**src/rtl/lbd_pkg.sv**
```systemverilog
package lbd_pkg;
  localparam int WORD_W   = 64;
  localparam int LEN_W    = 4;
  localparam int NSLOT    = 3;
  localparam int SLOT_W   = (WORD_W - LEN_W) / NSLOT;
  localparam int OPC_W    = 6;
  localparam int OPC_LSB  = SLOT_W - OPC_W;
  localparam logic [LEN_W-1:0] LONG_CODE = 4'hF;

  // Highest legal opcode index of each lane (index 0 is that lane's idle op)
  localparam int LAST_BASE = 38;
  localparam int LAST_MEM  = 11;
  localparam int LAST_ALU  = 13;
  localparam int EN_W      = LAST_BASE + 1;

  function automatic int slot_last(input int s);
    case (s)
      0:       return LAST_BASE;
      1:       return LAST_MEM;
      default: return LAST_ALU;
    endcase
  endfunction

  typedef struct packed {
    logic                             is_long;
    logic [NSLOT-1:0][OPC_W-1:0]      op;
    logic [NSLOT-1:0]                 nop;
    logic [NSLOT-1:0][EN_W-1:0]       en;
    logic                             illegal;
  } dec_t;
endpackage

```
**src/rtl/lbd_len_det.sv**
```systemverilog
module lbd_len_det #(
  parameter int LEN_W = 4,
  parameter logic [LEN_W-1:0] CODE = '1
) (
  input  logic [LEN_W-1:0] len_field_i,
  output logic             is_long_o
);
  always_comb begin
    is_long_o = (len_field_i == CODE);
  end
endmodule

```
**src/rtl/lbd_slot_dec.sv**
```systemverilog
module lbd_slot_dec #(
  parameter int OPC_W = 6,
  parameter int LAST  = 13,
  parameter int EN_W  = 39
) (
  input  logic [OPC_W-1:0] opc_i,
  output logic             is_nop_o,
  output logic             legal_o,
  output logic [EN_W-1:0]  en_o
);
  localparam logic [OPC_W-1:0] LAST_C = OPC_W'(LAST);

  always_comb begin
    is_nop_o = (opc_i == '0);
    legal_o  = (opc_i <= LAST_C);
  end

  for (genvar i = 0; i < EN_W; i++) begin : g_en
    if (i <= LAST) begin : g_live
      assign en_o[i] = (opc_i == OPC_W'(i));
    end else begin : g_dead
      assign en_o[i] = 1'b0;
    end
  end
endmodule

```
**src/rtl/lbd_top.sv**
```systemverilog
module lbd_top
  import lbd_pkg::*;
(
  input  logic                        clk,
  input  logic                        rst_n,
  input  logic                        valid_i,
  input  logic [WORD_W-1:0]           ibuf_i,
  output logic                        valid_o,
  output logic                        long_o,
  output logic [NSLOT-1:0][OPC_W-1:0] op_o,
  output logic [NSLOT-1:0]            nop_o,
  output logic [NSLOT-1:0][EN_W-1:0]  en_o,
  output logic                        illegal_o
);
  logic                        is_long;
  logic [NSLOT-1:0][OPC_W-1:0] opc;
  logic [NSLOT-1:0]            s_nop;
  logic [NSLOT-1:0]            s_legal;
  logic [NSLOT-1:0][EN_W-1:0]  s_en;
  dec_t                        dec_nxt;
  dec_t                        dec_q;
  logic                        vld_q;
  logic                        unused_bits;

  assign unused_bits = ^ibuf_i;

  lbd_len_det #(.LEN_W(LEN_W), .CODE(LONG_CODE)) u_len (
    .len_field_i (ibuf_i[LEN_W-1:0]),
    .is_long_o   (is_long)
  );

  for (genvar s = 0; s < NSLOT; s++) begin : g_slot
    localparam int BASE = LEN_W + s * SLOT_W;
    assign opc[s] = ibuf_i[BASE + OPC_LSB +: OPC_W];

    lbd_slot_dec #(.OPC_W(OPC_W), .LAST(slot_last(s)), .EN_W(EN_W)) u_dec (
      .opc_i    (opc[s]),
      .is_nop_o (s_nop[s]),
      .legal_o  (s_legal[s]),
      .en_o     (s_en[s])
    );
  end

  // next-state
  always_comb begin
    dec_nxt = '0;
    if (is_long) begin
      dec_nxt.is_long = 1'b1;
      dec_nxt.op      = opc;
      dec_nxt.nop     = s_nop;
      dec_nxt.en      = s_en;
      dec_nxt.illegal = |(~s_legal);
    end
  end

  // registers
  always_ff @(posedge clk or negedge rst_n) begin
    if (!rst_n) begin
      vld_q <= 1'b0;
      dec_q <= '0;
    end else begin
      vld_q <= valid_i;
      if (valid_i) begin
        dec_q <= dec_nxt;
      end
    end
  end

  assign valid_o   = vld_q;
  assign long_o    = dec_q.is_long;
  assign op_o      = dec_q.op;
  assign nop_o     = dec_q.nop;
  assign en_o      = dec_q.en;
  assign illegal_o = dec_q.illegal;

  // assertions
  p_len_latency_r1: assert property (@(posedge clk) disable iff (!rst_n)
    valid_i |=> (long_o == ($past(ibuf_i[LEN_W-1:0]) == LONG_CODE)));

  p_hold_r2: assert property (@(posedge clk) disable iff (!rst_n)
    !valid_i |=> ($stable(long_o) && $stable(illegal_o) && $stable(en_o) && !valid_o));

  p_short_quiet_r8: assert property (@(posedge clk) disable iff (!rst_n)
    !long_o |-> (en_o == '0 && nop_o == '0 && !illegal_o && op_o == '0));

  for (genvar s = 0; s < NSLOT; s++) begin : g_chk
    p_onehot_r5: assert property (@(posedge clk) disable iff (!rst_n)
      $onehot0(en_o[s]));
    p_nop_en_r4: assert property (@(posedge clk) disable iff (!rst_n)
      nop_o[s] |-> en_o[s][0]);
    p_legal_en_r7: assert property (@(posedge clk) disable iff (!rst_n)
      (long_o && !illegal_o) |-> (en_o[s] != '0));
  end
endmodule

```
**config.mk**
```make
export PLATFORM = sky130hd
export DESIGN_NAME = lbd_top
export DESIGN_NICKNAME = d
export VERILOG_FILES = /design/src/rtl/lbd_pkg.sv /design/src/rtl/lbd_len_det.sv /design/src/rtl/lbd_slot_dec.sv /design/src/rtl/lbd_top.sv
export SDC_FILE = /design/constraint.sdc
export NUM_CORES = 1
export LEC_CHECK = 0
export BUFFER_PORTS_ARGS = -buffer_cell sky130_fd_sc_hd__buf_2
export CORE_MARGIN = 10
export CORE_UTILIZATION = 30
export CTS_CLUSTER_SIZE = 28
export DETAILED_ROUTE_END_ITERATION = 10
export GPL_ROUTABILITY_DRIVEN = 1
export GPL_TIMING_DRIVEN = 0
export RECOVER_POWER = 100
export SYNTH_ARGS = -nofsm -noshare
export SYNTH_HDL_FRONTEND = slang
export SYNTH_SLANG_ARGS = --single-unit
```
**constraint.sdc**
```tcl
create_clock -name clk -period 1.1 [get_ports clk]
set_clock_uncertainty 0.1 [all_clocks]
set_input_delay 0.165 -clock clk [delete_from_list [all_inputs] [get_ports clk]]
set_output_delay 0.165 -clock clk [all_outputs]
set_load 0.005 [all_outputs]
```
==> impl_metrics.xml <==
<?xml version="1.0" encoding="UTF-8"?>
<metrics>
  <group name="yosys">
    <metric name="yosys.cell_types.count" unit="">37</metric>
    <metric name="postSynth.topFlopCell" unit="">sky130_fd_sc_hd__dfrtp_1</metric>
    <metric name="fraction_of_the_yosys_area_taken_by_sequential_cells" unit="%">55.36</metric>
    <metric name="synthArstFlopShare" unit="%">100.0</metric>
    <metric name="number_of_standard_cells_after_synthesis" unit="">312</metric>
    <metric name="synth_seq_cells" unit="">86</metric>
    <metric name="synth_area_per_cell" unit="sq um">12.46</metric>
    <metric name="yosysTopAreaCellShare" unit="%">55.36</metric>
    <metric name="yosysTopAreaCell" unit="">sky130_fd_sc_hd__dfrtp_1</metric>
    <metric name="synth-edff-count" unit="">0</metric>
    <metric name="synth.area.top_cells" unit="">sky130_fd_sc_hd__dfrtp_1, sky130_fd_sc_hd__o2bb2ai_1, sky130_fd_sc_hd__buf_4</metric>
    <metric name="yosys_warnings" unit="">0</metric>
    <metric name="syn-cell-area" unit="sq mm">0.003887</metric>
  </group>
  <group name="clock_tree">
    <metric name="tritoncts" unit="">yes</metric>
    <metric name="htree_num_levels" unit="">3</metric>
    <metric name="cts.clk_slew.worst_paths" unit="ns">0.06</metric>
    <metric name="longest_clk_path_bufs" unit="">2</metric>
    <metric name="clk_root_buffer_cell" unit="">sky130_fd_sc_hd__clkbuf_16</metric>
    <metric name="tritoncts.num_buffers" unit="">9</metric>
    <metric name="clkLatencyLatePin" unit="ns">0.34</metric>
    <metric name="numClockSinks" unit="">86</metric>
  </group>
  <group name="detailed_routing">
    <metric name="num_vias" unit="">3296</metric>
    <metric name="ant_nets" unit="">0</metric>
    <metric name="via_per_inst" unit="">4.412</metric>
    <metric name="drc" unit="">0</metric>
    <metric name="finalWirelength" unit="microns">12400</metric>
    <metric name="first_iter_violations" unit="">111</metric>
    <metric name="firstDrtPassIters" unit="">4</metric>
    <metric name="routedWlPerCell" unit="microns">16.60</metric>
  </group>
  <group name="timing">
    <metric name="report.final.setup_viol" unit="">91</metric>
    <metric name="final_max_slew_viol_count" unit="">0</metric>
    <metric name="max_freq" unit="MHz">801.6</metric>
    <metric name="fin_crit_sh" unit="%">113.4</metric>
    <metric name="postLayoutSetupSlackWorst" unit="ns">-0.1475</metric>
    <metric name="tightest_pin_transition" unit="ns">0.6022</metric>
    <metric name="setup_repair_after_global_routing_missed_its_margin" unit="">yes</metric>
    <metric name="period_minus_slack" unit="ns">1.248</metric>
    <metric name="finalHoldViolations" unit="">0</metric>
    <metric name="slew_headroom" unit="%">59.85</metric>
  </group>
  <group name="placement">
    <metric name="pre_cts_slack" unit="ns">-0.4556</metric>
    <metric name="place.port_buffers" unit="">111</metric>
    <metric name="post-place-cells" unit="">647</metric>
    <metric name="place_congestion" unit="">0.7540</metric>
    <metric name="placed_area" unit="sq mm">0.004888</metric>
    <metric name="hpwlAfterDp" unit="microns">9032</metric>
  </group>
  <group name="power">
    <metric name="power.density_cell_area" unit="mW/mm^2">1196</metric>
    <metric name="cellLeakagePower" unit="nW">3.237</metric>
    <metric name="power.ir.vdd_worst" unit="mV">0.8077</metric>
    <metric name="totalPowerFinal" unit="mW">7.087</metric>
  </group>
  <group name="grt">
    <metric name="gr_usage_total" unit="%">13.36</metric>
    <metric name="grt_pass1_wl" unit="microns">19030</metric>
    <metric name="global_route.overflow_total" unit="">0</metric>
    <metric name="grt_antenna_before_repair" unit="">0</metric>
    <metric name="first_global_vias" unit="">3448</metric>
    <metric name="grt_start_max_net_pins" unit="">63</metric>
  </group>
  <group name="worst_setup_path">
    <metric name="worst_path_most_repeated_cell" unit="">sky130_fd_sc_hd__buf_6</metric>
    <metric name="slowest_stage" unit="">sky130_fd_sc_hd__dfrtp_1</metric>
    <metric name="worst-endpoint-arrival" unit="ns">0.98</metric>
    <metric name="worst_setup_path_start_kind" unit="">flop</metric>
    <metric name="critical_path.cell_chain" unit="">buf_6 &gt; buf_6</metric>
    <metric name="worstPathMaxFanout" unit="">3</metric>
    <metric name="critical-path-max-stage-delay" unit="ns">0.41</metric>
    <metric name="worst_ep_required_time" unit="ns">0.83</metric>
    <metric name="critPathKind" unit="">reg2out</metric>
    <metric name="worstSetupEndpointType" unit="">primary output</metric>
  </group>
  <group name="final_layout">
    <metric name="final_cell_mix" unit="">sky130_fd_sc_hd__buf_4, sky130_fd_sc_hd__buf_2, sky130_fd_sc_hd__dfrtp_1</metric>
    <metric name="multiInputGateArea" unit="sq mm">0.001408</metric>
    <metric name="antenna_cells" unit="">0</metric>
    <metric name="fin_util" unit="%">46.76</metric>
    <metric name="area_growth_syn_to_layout" unit="%">52.40</metric>
    <metric name="sequential_cell_area" unit="sq mm">0.002152</metric>
    <metric name="nFillCells" unit="">1188</metric>
    <metric name="final_cells" unit="">747</metric>
    <metric name="stdcell_area" unit="sq mm">0.005924</metric>
    <metric name="layout_commonest_cell" unit="">sky130_fd_sc_hd__buf_4</metric>
    <metric name="design.final.nets" unit="">637</metric>
    <metric name="post_route_cells_drive_above_1_share" unit="%">49.91</metric>
  </group>
  <group name="outcome">
    <metric name="violations" unit="">setup timing</metric>
    <metric name="outcome" unit="">finished, violations left</metric>
  </group>
  <group name="job">
    <metric name="timing.max_cap.violations" unit="">0</metric>
  </group>
  <group name="die">
    <metric name="core_area" unit="sq mm">0.01267</metric>
    <metric name="chipWidth" unit="microns">133.8</metric>
    <metric name="die-height" unit="microns">133.8</metric>
    <metric name="initial_core_util" unit="%">30.68</metric>
    <metric name="number_of_rows_in_the_core_area" unit="">41</metric>
    <metric name="pin_count" unit="">208</metric>
    <metric name="die_area" unit="sq mm">0.01791</metric>
  </group>
  <group name="min_path">
    <metric name="min-delay-path-class" unit="">in2reg</metric>
  </group>
</metrics>
## critical path: cells and delay by family (launching register included)
family,cells,cell delay (ns)
flip-flops,1,0.41
buffers and inverters,2,0.23
## cell usage after synthesis (3+ instances only)
cell                        count
sky130_fd_sc_hd__dfrtp_1       86
sky130_fd_sc_hd__o2bb2ai_1     57
sky130_fd_sc_hd__buf_4         56
sky130_fd_sc_hd__a22o_1        18
sky130_fd_sc_hd__nand2_1       14
sky130_fd_sc_hd__nand3_1        9
sky130_fd_sc_hd__buf_2          7
sky130_fd_sc_hd__inv_1          7
sky130_fd_sc_hd__nand2b_1       6
sky130_fd_sc_hd__nor2_1         6
sky130_fd_sc_hd__clkbuf_1       5
sky130_fd_sc_hd__nor2b_1        4
sky130_fd_sc_hd__buf_6          3
sky130_fd_sc_hd__nand4_1        3
sky130_fd_sc_hd__o32ai_1        3
sky130_fd_sc_hd__o32ai_2        3
## kinds of logic (layout without fill, tap and decap cells)
group	Yosys count	in the layout	share of synthesized area (%)
buf+inv	80	292	14.35
flops	86	86	55.36
other cells	1	52	0.09646
compound gates	86	86	20.18
simple gates	59	59	10.01
## metrics by stage
| step | setup TNS (ns) | hold WS, ns |
|---|---|---|
| floorplan | -0.7392 | -0.2306 |
| global placement | -107.11 | 0.2137 |
| detailed placement | -25.04 | 0.003254 |
| CTS | -2.474 | 0.005610 |
| global route | -8.846 | 0.01428 |
| finish | -1.586 | 0.01605 |
## routing by layer
layer  GRT usage, %  share of wire (%)
met1          15.90                 41
met2          21.15                 47
met5              0                  0
met4          3.990                1.4
met3          6.124                 10
## power breakdown
part / total, mW / internal [mW] / switching (mW)
logic: 0.656 / 0.273 / 0.383
registers: 3.20 / 3.18 / 0.0107
clock network: 3.24 / 1.99 / 1.24
## sequential cells by signal, indices dropped and copies added, names as in the netlist
register,flops
en_o,63
illegal_o,1
long_o,1
nop_o,2
op_o,18
valid_o,1
## repair_timing
item,4_1_cts,5_1_grt
buffers inserted,51,29
hold buffers,5,0
endpoints found under the hold margin,28,0
setup endpoints to repair,109,151
resized for setup,10,7
pin swaps,0,0
## worst paths after layout
| path | from | end | slack [ns] | depth (start not counted) |
|---|---|---|---|---|
| min in group asynchronous | rst_n | en_o[42] | 0.15 | 2 |
| max reg2reg | en_o[5] | en_o[5] | 0.02 | 4 |
| max | en_o[78] | nop_o[2] | -0.15 | 2 |
| min reg2reg | long_o | long_o | 0.38 | 1 |
| max in group asynchronous | rst_n | en_o[34] | 0.15 | 3 |
| min | ibuf_i[58] | en_o[79] | 0.02 | 3 |
## cell type report
class	count	share of cell area (%)
clock inverter	5	1.415
timing repair buffer	197	21.44
sequential	86	36.33
inverter	8	0.5069
clock buffer	11	3.928
tap	172	3.633
multi-input combinational	197	23.76
buffer	71	8.997
(Power assumes the default switching activity.)
